## src/rtl/rd_resp_pkg.sv

```systemverilog
package rd_resp_pkg;

  localparam int unsigned WORD_W   = 16;
  localparam int unsigned BYTE_W   = 8;
  localparam int unsigned NIBBLES  = WORD_W / 4;
  localparam int unsigned LINE_LEN = NIBBLES + 3;
  localparam int unsigned IDX_W    = $clog2(LINE_LEN);

  localparam logic [BYTE_W-1:0] CHAR_HEAD = 8'h52;
  localparam logic [BYTE_W-1:0] CHAR_CR   = 8'h0D;
  localparam logic [BYTE_W-1:0] CHAR_LF   = 8'h0A;

  typedef struct packed {
    logic push;  // store the current bus read in the queue
    logic pop;   // move the queue head into the output word
  } ctrlStrobes_t;

  function automatic logic [BYTE_W-1:0] hexChar(input logic [3:0] nib);
    if (nib < 4'd10) hexChar = 8'h30 + {4'h0, nib};
    else             hexChar = 8'h37 + {4'h0, nib};
  endfunction

endpackage

```

## src/rtl/rd_resp_datapath.sv

```systemverilog
module rd_resp_datapath
  import rd_resp_pkg::*;
#(
  parameter int unsigned QUEUE_DEPTH = 2
) (
  input  logic               clk,
  input  logic               rstN,
  input  ctrlStrobes_t       strobes,
  input  logic [WORD_W-1:0]  busData,
  input  logic [IDX_W-1:0]   byteIdx,
  output logic               fifoEmpty,
  output logic               fifoFull,
  output logic [BYTE_W-1:0]  txData
);

  localparam int unsigned PTR_W = (QUEUE_DEPTH > 1) ? $clog2(QUEUE_DEPTH) : 1;
  localparam int unsigned CNT_W = $clog2(QUEUE_DEPTH + 1);

  logic [WORD_W-1:0] queueMem [QUEUE_DEPTH];
  logic [PTR_W-1:0]  wrPtr;
  logic [PTR_W-1:0]  rdPtr;
  logic [CNT_W-1:0]  fillCount;
  logic [WORD_W-1:0] curWord;

  assign fifoEmpty = (fillCount == '0);
  assign fifoFull  = (fillCount == CNT_W'(QUEUE_DEPTH));

  function automatic logic [PTR_W-1:0] nextPtr(input logic [PTR_W-1:0] p);
    if (p == PTR_W'(QUEUE_DEPTH - 1)) nextPtr = '0;
    else                              nextPtr = p + 1'b1;
  endfunction

  // Queue storage: one register per entry
  for (genvar e = 0; e < QUEUE_DEPTH; e++) begin : g_entry
    always_ff @(posedge clk) begin
      if (strobes.push && (wrPtr == PTR_W'(e))) queueMem[e] <= busData;
    end
  end

  always_ff @(posedge clk) begin
    if (!rstN) begin
      wrPtr     <= '0;
      rdPtr     <= '0;
      fillCount <= '0;
      curWord   <= '0;
    end else begin
      if (strobes.push) wrPtr <= nextPtr(wrPtr);
      if (strobes.pop) begin
        rdPtr   <= nextPtr(rdPtr);
        curWord <= queueMem[rdPtr];
      end
      case ({strobes.push, strobes.pop})
        2'b10:   fillCount <= fillCount + 1'b1;
        2'b01:   fillCount <= fillCount - 1'b1;
        default: fillCount <= fillCount;
      endcase
    end
  end

  // Byte selection for the line being sent
  logic [WORD_W-1:0] shiftedWord;
  always_comb begin
    shiftedWord = curWord >> (WORD_W - 4 * {28'd0, byteIdx});
    if (byteIdx == '0)                       txData = CHAR_HEAD;
    else if (byteIdx <= IDX_W'(NIBBLES))     txData = hexChar(shiftedWord[3:0]);
    else if (byteIdx == IDX_W'(NIBBLES + 1)) txData = CHAR_CR;
    else                                     txData = CHAR_LF;
  end

  AST_NO_OVERFLOW: assert property (@(posedge clk) disable iff (!rstN)
    fillCount <= CNT_W'(QUEUE_DEPTH));

  AST_POP_NONEMPTY: assert property (@(posedge clk) disable iff (!rstN)
    strobes.pop |-> !fifoEmpty);

  AST_FULL_NO_PUSH: assert property (@(posedge clk) disable iff (!rstN)
    fifoFull && !strobes.pop |=> fillCount == CNT_W'(QUEUE_DEPTH));

endmodule

```

## src/rtl/rd_resp_control.sv

```systemverilog
module rd_resp_control
  import rd_resp_pkg::*;
(
  input  logic              clk,
  input  logic              rstN,
  input  logic              busValid,
  input  logic              busRw,
  input  logic              txReady,
  input  logic              fifoEmpty,
  input  logic              fifoFull,
  input  logic [BYTE_W-1:0] txData,
  output ctrlStrobes_t      strobes,
  output logic [IDX_W-1:0]  byteIdx,
  output logic              txValid
);

  typedef enum logic { ST_IDLE, ST_SEND } txState_t;

  txState_t state;
  logic     lastByte;
  logic     handoff;

  assign lastByte = (byteIdx == IDX_W'(LINE_LEN - 1));
  assign handoff  = txValid && txReady;
  assign txValid  = (state == ST_SEND);

  always_comb begin
    strobes.push = busValid && !busRw && !fifoFull;
    strobes.pop  = !fifoEmpty &&
                   ((state == ST_IDLE) || (handoff && lastByte));
  end

  always_ff @(posedge clk) begin
    if (!rstN) begin
      state   <= ST_IDLE;
      byteIdx <= '0;
    end else begin
      case (state)
        ST_IDLE: begin
          if (!fifoEmpty) begin
            state   <= ST_SEND;
            byteIdx <= '0;
          end
        end
        ST_SEND: begin
          if (handoff) begin
            if (lastByte) begin
              byteIdx <= '0;
              state   <= fifoEmpty ? ST_IDLE : ST_SEND;
            end else begin
              byteIdx <= byteIdx + 1'b1;
            end
          end
        end
        default: state <= ST_IDLE;
      endcase
    end
  end

  AST_HOLD_STABLE: assert property (@(posedge clk) disable iff (!rstN)
    txValid && !txReady |=> txValid && $stable(txData));

  AST_FIRST_BYTE: assert property (@(posedge clk) disable iff (!rstN)
    $rose(txValid) |-> txData == CHAR_HEAD);

  AST_LF_AFTER_CR: assert property (@(posedge clk) disable iff (!rstN)
    handoff && txData == CHAR_CR |=> txValid && txData == CHAR_LF);

  AST_WRITE_SILENT: assert property (@(posedge clk) disable iff (!rstN)
    busValid && busRw && !txValid && fifoEmpty |=> !txValid);

endmodule

```

## src/rtl/rd_resp_tx.sv

```systemverilog
module rd_resp_tx
  import rd_resp_pkg::*;
#(
  parameter int unsigned QUEUE_DEPTH = 2
) (
  input  logic              clk,
  input  logic              rstN,
  input  logic              busValid,
  input  logic              busRw,
  input  logic [WORD_W-1:0] busData,
  input  logic              txReady,
  output logic              txValid,
  output logic [BYTE_W-1:0] txData
);

  ctrlStrobes_t     strobes;
  logic [IDX_W-1:0] byteIdx;
  logic             fifoEmpty;
  logic             fifoFull;

  rd_resp_control ctrl_i (
    .clk       (clk),
    .rstN      (rstN),
    .busValid  (busValid),
    .busRw     (busRw),
    .txReady   (txReady),
    .fifoEmpty (fifoEmpty),
    .fifoFull  (fifoFull),
    .txData    (txData),
    .strobes   (strobes),
    .byteIdx   (byteIdx),
    .txValid   (txValid)
  );

  rd_resp_datapath #(.QUEUE_DEPTH(QUEUE_DEPTH)) dp_i (
    .clk       (clk),
    .rstN      (rstN),
    .strobes   (strobes),
    .busData   (busData),
    .byteIdx   (byteIdx),
    .fifoEmpty (fifoEmpty),
    .fifoFull  (fifoFull),
    .txData    (txData)
  );

  AST_RESET_QUIET: assert property (@(posedge clk)
    !rstN |=> !txValid);

endmodule

```

## config.mk

```make
export PLATFORM = sky130hd
export DESIGN_NAME = rd_resp_tx
export DESIGN_NICKNAME = d
export VERILOG_FILES = /design/src/rtl/rd_resp_pkg.sv /design/src/rtl/rd_resp_datapath.sv /design/src/rtl/rd_resp_control.sv /design/src/rtl/rd_resp_tx.sv
export SDC_FILE = /design/constraint.sdc
export NUM_CORES = 1
export LEC_CHECK = 0
export ABC_AREA = 1
export BUFFER_PORTS_ARGS = -buffer_cell sky130_fd_sc_hd__buf_4
export CAP_MARGIN = 40
export CORE_UTILIZATION = 30
export CTS_CLUSTER_SIZE = 25
export DETAILED_ROUTE_END_ITERATION = 16
export GPL_TIMING_DRIVEN = 1
export PLACE_DENSITY = 0.44
export SLEW_MARGIN = 10
export SYNTH_ARGS = -nofsm -noshare
export SYNTH_HDL_FRONTEND = slang
export SYNTH_SLANG_ARGS = --single-unit
```

## constraint.sdc

```tcl
create_clock -name clk -period 2.85 [get_ports clk]
set_input_delay 0.4275 -clock clk [delete_from_list [all_inputs] [get_ports clk]]
set_output_delay 0.4275 -clock clk [all_outputs]
set_load 0.01 [all_outputs]
```

Yosys cells after proc, flatten, opt, wreduce, memory -nomap -nowiden
Memories as Yosys holds them, arrays and structs flattened. A register that Yosys moved wholly into a read port is not among the register bits.
Cells that the tools add are included.
{ "word_totals": {"regBits": 8, "inputBits": 21, "ramBits": 32, "n_memories": 1, "out_inout_bits": 9} }
{ "classes": {"magnitude_cmp": 2, "shifts": 1, "n_bitwise": 2, "n_eq_ne": 7, "muxes": 22, "n_reduce_logical": 17, "add_sub_neg": 8} }
{ "mem_list": {"columns": ["name", "depth", "width", "read_ports", "rd_ports_with_merged_regs", "write_ports", "line", "source"], "rows": [
  ["dp_i.queueMem", 2, 16, 1, 1, 1, "rd_resp_datapath.sv:19", "logic [WORD_W-1:0] queueMem [QUEUE_DEPTH];"]
]} }
{ "op_table": {"columns": ["operator", "count"], "rows": [
  ["$shr 16x32->4", 1],
  ["$mux 8", 3],
  ["$mux 16", 1],
  ["$reduce_or 16->1", 1],
  ["$add 6x4->7 const A", 2],
  ["$mux 3", 4],
  ["$mux 1", 11],
  ["$logic_and 1x1->1", 7],
  ["$eq 3x3->1 const B", 2],
  ["$pmux 3 s2", 1],
  ["$sub 5x5->6 const A", 1],
  ["$eq 2x2->1 const B", 2],
  ["$logic_not 1->1", 4],
  ["$lt 4x4->1 const B", 1],
  ["$ne 2x2->1 const B", 2],
  ["$pmux 2 s2", 1],
  ["$add 3x1->3 const B", 1],
  ["$le 3x3->1 const B", 1],
  ["$logic_not 3->1", 1],
  ["$add 1x1->1 const B", 2],
  ["$add 2x1->2 const B", 1],
  ["$eq 2x1->1 const B", 1],
  ["$logic_not 2->1", 1],
  ["$not 1->1", 2],
  ["5 further kinds", 5]
]} }

Logic depth before layout (Yosys ltp)
Gate-level depths: netlist (run 1).
{ "logic_depth": {"ltp_word": 8, "mapped_depth": 13} }

Cells and area by module
From an unflattened synthesis (run 1), not the netlist that was laid out.
{ "hier_totals": {"cells_unflattened": 287, "area_unflattened_um2": 2581.2} }
{ "by_module_without_submodules": {"columns": ["mod", "area_each_um2", "seq_area_each_um2", "cells_each", "instances"], "rows": [
  ["rd_resp_datapath", 2344.7, 1361.3, 247, 1],
  ["rd_resp_control", 236.5, 80.1, 40, 1]
]} }

Worst setup path after synthesis (run 1)
Ideal clock, no wire load.
{ "synth_timing": {"path_kind": "reg2out", "startpoint": "register ctrl_i.byteIdx[0]", "endpoint": "output txData[2]", "t_arrival_ns": 1.863, "path_buffers": 1, "path_stages_with_launch": 14, "slack_ns": 0.560, "cell_sequence": "dfxtp_1 > buf_6 > inv_2 > ha_1 > ha_1 > o21ai_4 > inv_2 > nand2_1 > ha_1 > nand3_1 > nand2_1 > inv_1 > nor2_1 > nor2_1"} }
{ "synth_via": {"elab_chain_cells": 6, "word_cells_on_any_way": 12} }
{ "synth_rtl": {"columns": ["item", "line", "source"], "rows": [
  ["start, declared", "rd_resp_control.sv:13", "output logic [IDX_W-1:0] byteIdx,"],
  ["start signal, assigned", "rd_resp_control.sv:51", "byteIdx <= byteIdx + 1'b1;"],
  ["$sub 5x5->6", "rd_resp_datapath.sv:63", "shiftedWord = curWord >> (WORD_W - 4 * {28'd0, byteIdx});"],
  ["$shr 16x32->4", "rd_resp_datapath.sv:63", null],
  ["$add 6x4->7, or another cell as far along", "rd_resp_pkg.sv:20", "else hexChar = 8'h37 + {4'h0, nib};"],
  ["$mux 8", "rd_resp_pkg.sv:19", "if (nib < 4'd10) hexChar = 8'h30 + {4'h0, nib};"],
  ["$mux 8", "rd_resp_datapath.sv:65", "else if (byteIdx <= IDX_W'(NIBBLES)) txData = hexChar(shiftedWord[3:0]);"],
  ["$mux 8 *", "rd_resp_datapath.sv:64", "if (byteIdx == '0) txData = CHAR_HEAD;"],
  ["end, declared", "rd_resp_tx.sv:13", "output logic [BYTE_W-1:0] txData"]
]} }
Every way passes the cells marked *; elsewhere a longest branch is shown, timed or not.

Worst setup path in the final report (run 1)
{ "layout_timing": {"startpoint": "register ctrl_i.byteIdx[1]", "endpoint": "output txData[1]"} }
The elaborated chain is that of the path after synthesis.

==> results.tsv, run 1 <==
metric	value	unit
CTS clk-pin slew, worst paths	0.10	ns
Clk pwr share	14.6	%
DIE HEIGHT	94.13	um
Placeable Area	8217	um2
share of cells above drive strength 1	19.26	%
Starting Density	30.99	%
run status	finished clean	
Mapped Nets	295	
clock sink count	56	
Fmax	373.4	MHz
Rows	33	
Seq/Total Area, Yosys	56.61	%
DP Area	2848	um2
CP Depth	11	
clock skew	0.005731	ns
ys flop type	edfxtp_1	
# Max-Cap Violations	0	
vias in the first global route	1648	
Die Width	94.13	um
Nets	324	
I/O pins	30	
Crit path max-delay family	adder cells	
minimum clock period	2.678	ns
DR pass1 iterations	4	
Clk Latency, worst-skew pair	0.31	ns
Worst EP arrival	2.25	ns
Die ar.	8860	um2
area growth from synthesis to layout	15.87	%
Mean Syn Cell Area	9.572	um2
DP HPWL	3.208	mm
Hold WC Path Type	input pin to register	
PortBufs	28	
# Post-CTS Setup Buffers	0	
Worst Reg2Reg Path Length in Cells	11	
Yosys warning total	0	
Slew HR	63.22	%
antenna violations before repair	0	
total track usage	11.67	%
post-synthesis register bit count	56	
CP Capture Type	output pin	
Reg2Reg Setup Slack	1.05	ns
Hold Vio Cnt, Final	0	
unrepaired setup endpoints after global routing	false	
Sw Ratio	40.95	%
WP buf/inv	3	
worst-path fanout max	4	
Post-synth EDFFs	32	
n_diodes	0	
Final Max Tran Viols	0	
routed len/inst	11.57	um
Internal	1.707	mW
crit-path max cell delay	0.40	ns
global-route wire length before repair	7.928	mm
global route overflow	0	
Power Density	979.7	nW/um2
initial DRC count	55	
ANT nets after route	0	
Psw	1.184	mW
FF-to-FF End	dp_i.fillCount[1]$_SDFFE_PN0P_	
Critical path origin	ctrl_i.byteIdx[1]$_SDFFE_PN0P_	
crit path launch type	register	
Setup Viol. Count Final	0	
fin area	2950	um2
Vias	1753	
ys async rst share	0	%
CTS Buf Count	5	
Setup TNS	0	ns
total leakage power	1.208	nW
Comb power frac	46.4	%
Mapped Area	2546	um2
CTS H-tree lvls	2	
crit-path cells	inv_1, ha_4, ha_1, o21ai_4, inv_2, nand2_1, ha_2, nor2_1, o21ai_1, nand2_1, buf_4	
Slowest cell on crit path	dfxtp_1	
Design Power	2.891	mW
Fillers	859	
CP endpoint	txData[1]	
Setup CP Type	register to output pin	
cell count after synthesis	266	
FF-to-FF Start	ctrl_i.byteIdx[0]$_SDFFE_PN0P_	
WP data required	2.42	ns
Yosys cell types	29	
DR vias/cell	4.372	
CTS tree	built	
Final Wtd Congestion	0.7758	
largest net degree at the start of global routing	35	
Total Wirelength	4.639	mm
period utilization	93.98	%
CTS Buffer Depth	2	
drt drc	0	
Worst-Margin Slew	0.5510	ns
cell mode on critical path	nand2_1	
clk root buf	clkbuf_8	
maximum vdd drop	0.3191	mV
Seq pwr share	39.0	%
## placed cells by master, fill, tap and decap left out, types with 2 or more instances in the layout
cell type,Yosys,final
o211ai_1,3,3
o21ai_1,17,17
nor2_4,2,2
clkinvlp_4,0,2
nor2_1,14,14
edfxtp_1,32,32
nand2_1,63,63
buf_4,1,33
inv_2,4,4
nand2_4,4,4
a21oi_1,11,11
nand4_1,2,2
o21ai_0,12,12
nand3_1,7,7
ha_1,8,6
a31oi_1,16,16
inv_1,27,27
clkbuf_8,0,5
dfxtp_1,24,24
xor2_1,2,2
## cell usage after synthesis, drive strengths merged (2+ instances only)
cell type / number / area, um2
dfxtp: 24 / 480.5
nand4: 2 / 12.51
inv: 31 / 116.4
ha: 8 / 100.1
a21oi: 12 / 63.81
edfxtp: 32 / 960.9
o21ai: 30 / 161.4
clkbuf: 3 / 11.26
nand3: 7 / 35.03
a31oi: 16 / 100.1
o211ai: 3 / 22.52
nand2: 68 / 287.8
xor2: 2 / 17.52
buf: 8 / 66.31
nor2: 18 / 101.4
## worst min path at each step
stage	end	slack, ns	start	cells past startpoint
global placement	dp_i.fillCount[1]$_SDFFE_PN0P_	0.51	dp_i.fillCount[1]$_SDFFE_PN0P_	2
finish	dp_i.queueMem[0][0]$_DFFE_PP_	0.30	busData[0]	1
floorplan	dp_i.curWord[14]$_SDFFE_PN0P_	0.49	dp_i.curWord[14]$_SDFFE_PN0P_	2
detailed placement	dp_i.curWord[14]$_SDFFE_PN0P_	0.52	dp_i.curWord[14]$_SDFFE_PN0P_	2
global route	dp_i.queueMem[1][13]$_DFFE_PP_	0.28	busData[13]	1
CTS	dp_i.queueMem[1][0]$_DFFE_PP_	0.28	busData[0]	1
## registers in the layout (all words and copies together) (netlist names)
name and flops:
dp_i.rdPtr 1, ctrl_i.txValid 1, ctrl_i.byteIdx 3, dp_i.curWord 16, dp_i.queueMem 32, dp_i.fillCount 2
dp_i.wrPtr 1
## per-layer routing
| metal | track usage, % | vias up | share of wire (%) | wire, um |
|---|---|---|---|---|
| met1 | 15.94 | 767 | 51 | 2366 |
| met3 | 2.184 | 7 | 3.4 | 156 |
| met4 | 5.000 | 0 | 1.7 | 79 |
| li1 | - | 949 | - | - |
| met2 | 17.94 | 30 | 44 | 2037 |
| met5 | 0 | - | 0 | 0 |
## repair_timing
item | CTS | global route
resized for setup | 0 | 3
endpoints found under the setup margin | 0 | 3
hold buffers | 0 | 0
## metrics by stage
stage | util, % | instances | setup slack (ns) | hold slack [ns]
2_1_floorplan | - | 266 | 0.5600 | 0.4938
3_3_place_gp | 34.66 | 393 | 0.5408 | 0.5108
3_5_place_dp | 34.66 | 393 | 0.5141 | 0.5153
4_1_cts | 35.72 | 401 | 0.1415 | 0.2777
5_1_grt | 35.91 | 401 | 0.006112 | 0.2815
6_report | 35.91 | 401 | 0.1716 | 0.2967
## worst register-to-register path: cells and delay by family (launching register included)
kind,cells,cell delay (ns)
buf+inv,1,0.09
simple gates,4,0.30
compound gates,4,0.43
fa+ha+maj,2,0.52
flops,1,0.35
## area by class of cell
class	count	area [um2]	area share, %
Clock inverter	3	18.77	0.6361
Inverter	31	116.4	3.944
Clock buffer	5	68.82	2.332
Timing Repair Buffer	33	247.7	8.397
Multi-Input combinational cell	168	925.9	31.38
Sequential cell	56	1441	48.85
Tap cell	105	131.4	4.453
## kinds of logic (layout without fill, tap and decap cells)
| family | Yosys count | in the layout | synth area share [%] |
|---|---|---|---|
| other | 1 | 1 | 0.1473 |
| xor gates and xnor gates | 2 | 2 | 0.6881 |
| DFF | 56 | 56 | 56.61 |
| adders and majority gates | 8 | 8 | 3.931 |
| AOI/OAI and AO/OA | 61 | 61 | 13.66 |
| buffers and inverters | 42 | 72 | 7.616 |
| and+or+nand+nor | 96 | 96 | 17.35 |
## power by group through the flow
stage	clock [mW]	sequential (mW)	combinational [mW]
2_1_floorplan	0	1.12	1.05
3_3_place_gp	0	1.15	1.33
3_5_place_dp	0	1.15	1.32
4_1_cts	0.448	1.13	1.33
5_1_grt	0.472	1.15	1.54
6_report	0.423	1.13	1.34
Note: power is estimated with default switching activity, not from simulation.
==> run 2: changes to the inputs <==
- CORE_UTILIZATION: 30 -> 45
- PLACE_DENSITY: 0.44 -> 0.61
==> results.tsv, run 2 (synthesis gave the netlist of run 1 again) <==
metric	value	unit	change
initial DRC count	56		+1.8%
Setup Viol. Count Final	0		unchanged
DP HPWL	2.956	mm	-7.9%
# Max-Cap Violations	0		unchanged
Worst Reg2Reg Path Length in Cells	11		unchanged
global route overflow	0		unchanged
minimum clock period	2.658	ns	-0.02019 ns
routed len/inst	11.79	um	+1.9%
Nets	324		unchanged
Hold WC Path Type	input pin to register		
total leakage power	1.213	nW	+0.36%
Fillers	534		-38%
Hold Vio Cnt, Final	0		unchanged
CTS tree	built		
CTS clk-pin slew, worst paths	0.10	ns	about the same
CTS H-tree lvls	2		unchanged
hold buffer count at CTS	0		unchanged
antenna violations before repair	0		unchanged
I/O pins	30		unchanged
biggest regs	dp_i.queueMem (32), dp_i.curWord (16), ctrl_i.byteIdx (3)		
Total Wirelength	4.337	mm	-6.5%
Final Wtd Congestion	0.9047		+17%
area growth from synthesis to layout	13.42	%	
unrepaired setup endpoints after global routing	false		
Reg2Reg Setup Slack	1.01	ns	-0.04 ns
Power Density	983.4	nW/um2	+0.38%
Placeable Area	5473	um2	-33%
hold path endpoint	dp_i.queueMem[0][15]$_DFFE_PP_		
FF-to-FF End	dp_i.fillCount[1]$_SDFFE_PN0P_		
WP data required	2.42	ns	about the same
worst hold slack	0.3031	ns	+0.006468 ns
Worst Hold Launch	busData[15]		
FF-to-FF Start	ctrl_i.byteIdx[0]$_SDFFE_PN0P_		
max reg flops	32		unchanged
DIE HEIGHT	77.22	um	-18%
Design Power	2.840	mW	-1.8%
DR pass1 iterations	4		unchanged
clock skew	0.008682	ns	+0.002951 ns
Clk Latency, worst-skew pair	0.30	ns	about the same
Rows	27		-18%
n_diodes	0		unchanged
clk root buf	clkbuf_8		
fin util	52.77	%	+17 points
# Post-CTS Setup Buffers	0		unchanged
Most flops, register	dp_i.queueMem		
CTS Buffer Depth	2		unchanged
worst-path fanout max	4		unchanged
period utilization	93.27	%	-0.71 points
Vias	1779		+1.5%
Setup TNS	0	ns	unchanged
Die ar.	5963	um2	-33%
Slew HR	64.44	%	+1.2 points
drt drc	0		unchanged
Fmax	376.2	MHz	+0.76%
maximum vdd drop	0.4291	mV	+34%
Worst EP arrival	2.23	ns	-0.02 ns
share of cells above drive strength 1	18.24	%	-1.0 points
most common cell after layout, fill and taps aside	nand2_1		
vias in the first global route	1617		-1.9%
Post-CTS Resized	0		unchanged
global-route wire length before repair	7.300	mm	-7.9%
run status	finished clean		
CTS Buf Count	5		unchanged
ANT nets after route	0		unchanged
Final Max Tran Viols	0		unchanged
PortBufs	28		unchanged
Die Width	77.22	um	-18%
Starting Density	46.52	%	+16 points
clock sink count	56		unchanged
Hold Path Depth	1		unchanged
crit path launch type	register		
total track usage	15.68	%	+4.0 points
DR vias/cell	4.834		+11%
CP Capture Type	output pin		
largest net degree at the start of global routing	35		unchanged
Worst-Margin Slew	0.5328	ns	-0.01825 ns
most frequent cells in the layout	nand2_1 (63), buf_4 (33), edfxtp_1 (32)		
Setup CP Type	register to output pin		
## run 2: cell types whose count changed in the layout (fill, tap and decap cells not counted)
cell        change
ha_4            -1
clkbuf_1        +2
clkinv_1        -1
clkinv_2        +1
ha_1            +2
clkinvlp_4      -2
ha_2            -1
## run 2: critical path: stages, from the launching register on
cell	delay [ns]
dfxtp_1	0.39
inv_1	0.10
ha_1	0.21
ha_1	0.32
o21ai_4	0.08
inv_2	0.08
nand2_1	0.08
ha_1	0.24
nand4_1	0.10
nand2_1	0.05
nor2_1	0.10
nor2_1	0.05
buf_4	0.13
## run 2: how the worst max path moves through the flow
stage / from / end / slack [ns] / cells past startpoint
floorplan: ctrl_i.byteIdx[0]$_SDFFE_PN0P_ / txData[2] / 0.56 / 13
global placement: ctrl_i.byteIdx[1]$_SDFFE_PN0P_ / txData[2] / 0.56 / 13
detailed placement: ctrl_i.byteIdx[1]$_SDFFE_PN0P_ / txData[2] / 0.52 / 13
CTS: ctrl_i.byteIdx[1]$_SDFFE_PN0P_ / txData[2] / 0.17 / 13
global route: ctrl_i.byteIdx[1]$_SDFFE_PN0P_ / txData[2] / 0.00008 / 13
finish: ctrl_i.byteIdx[1]$_SDFFE_PN0P_ / txData[2] / 0.19 / 12
## run 2: metal layers
layer  routed length [um]  vias to the layer above  global-route usage [%]
li1                     -                      946                       -
met1                 2146                      796                   20.61
met2                 1965                       31                   24.60
met3                  164                        6                   3.690
met4                   60                        0                   6.792
met5                    0                        -                       0
## run 2: stage by stage
| step | instance area [um2] | instances | worst slack, ns |
|---|---|---|---|
| 4_1_cts | 2888 | 368 | 0.1667 |
| 3_5_place_dp | 2806 | 360 | 0.5195 |
| 5_1_grt | 2888 | 368 | 0.00008216 |
| 3_3_place_gp | 2806 | 360 | 0.5644 |
| 2_1_floorplan | 2546 | 266 | 0.5600 |
| 6_report | 2888 | 368 | 0.1918 |
## run 2: where the power goes
group	internal (mW)	leakage, nW	switching [mW]
clock	0.173	0.0422	0.236
sequential	1.02	0.490	0.103
combinational	0.492	0.680	0.816
## run 2: final cells by class
type / count / area (um2) / area share (%)
clock inverters: 1 / 5.005 / 0.1733
flip-flops and latches: 56 / 1441 / 49.91
multi-input cells: 168 / 910.9 / 31.54
well taps: 72 / 90.09 / 3.120
clock buffers: 7 / 76.32 / 2.643
repair buffers: 33 / 247.7 / 8.579
inverters: 31 / 116.4 / 4.029
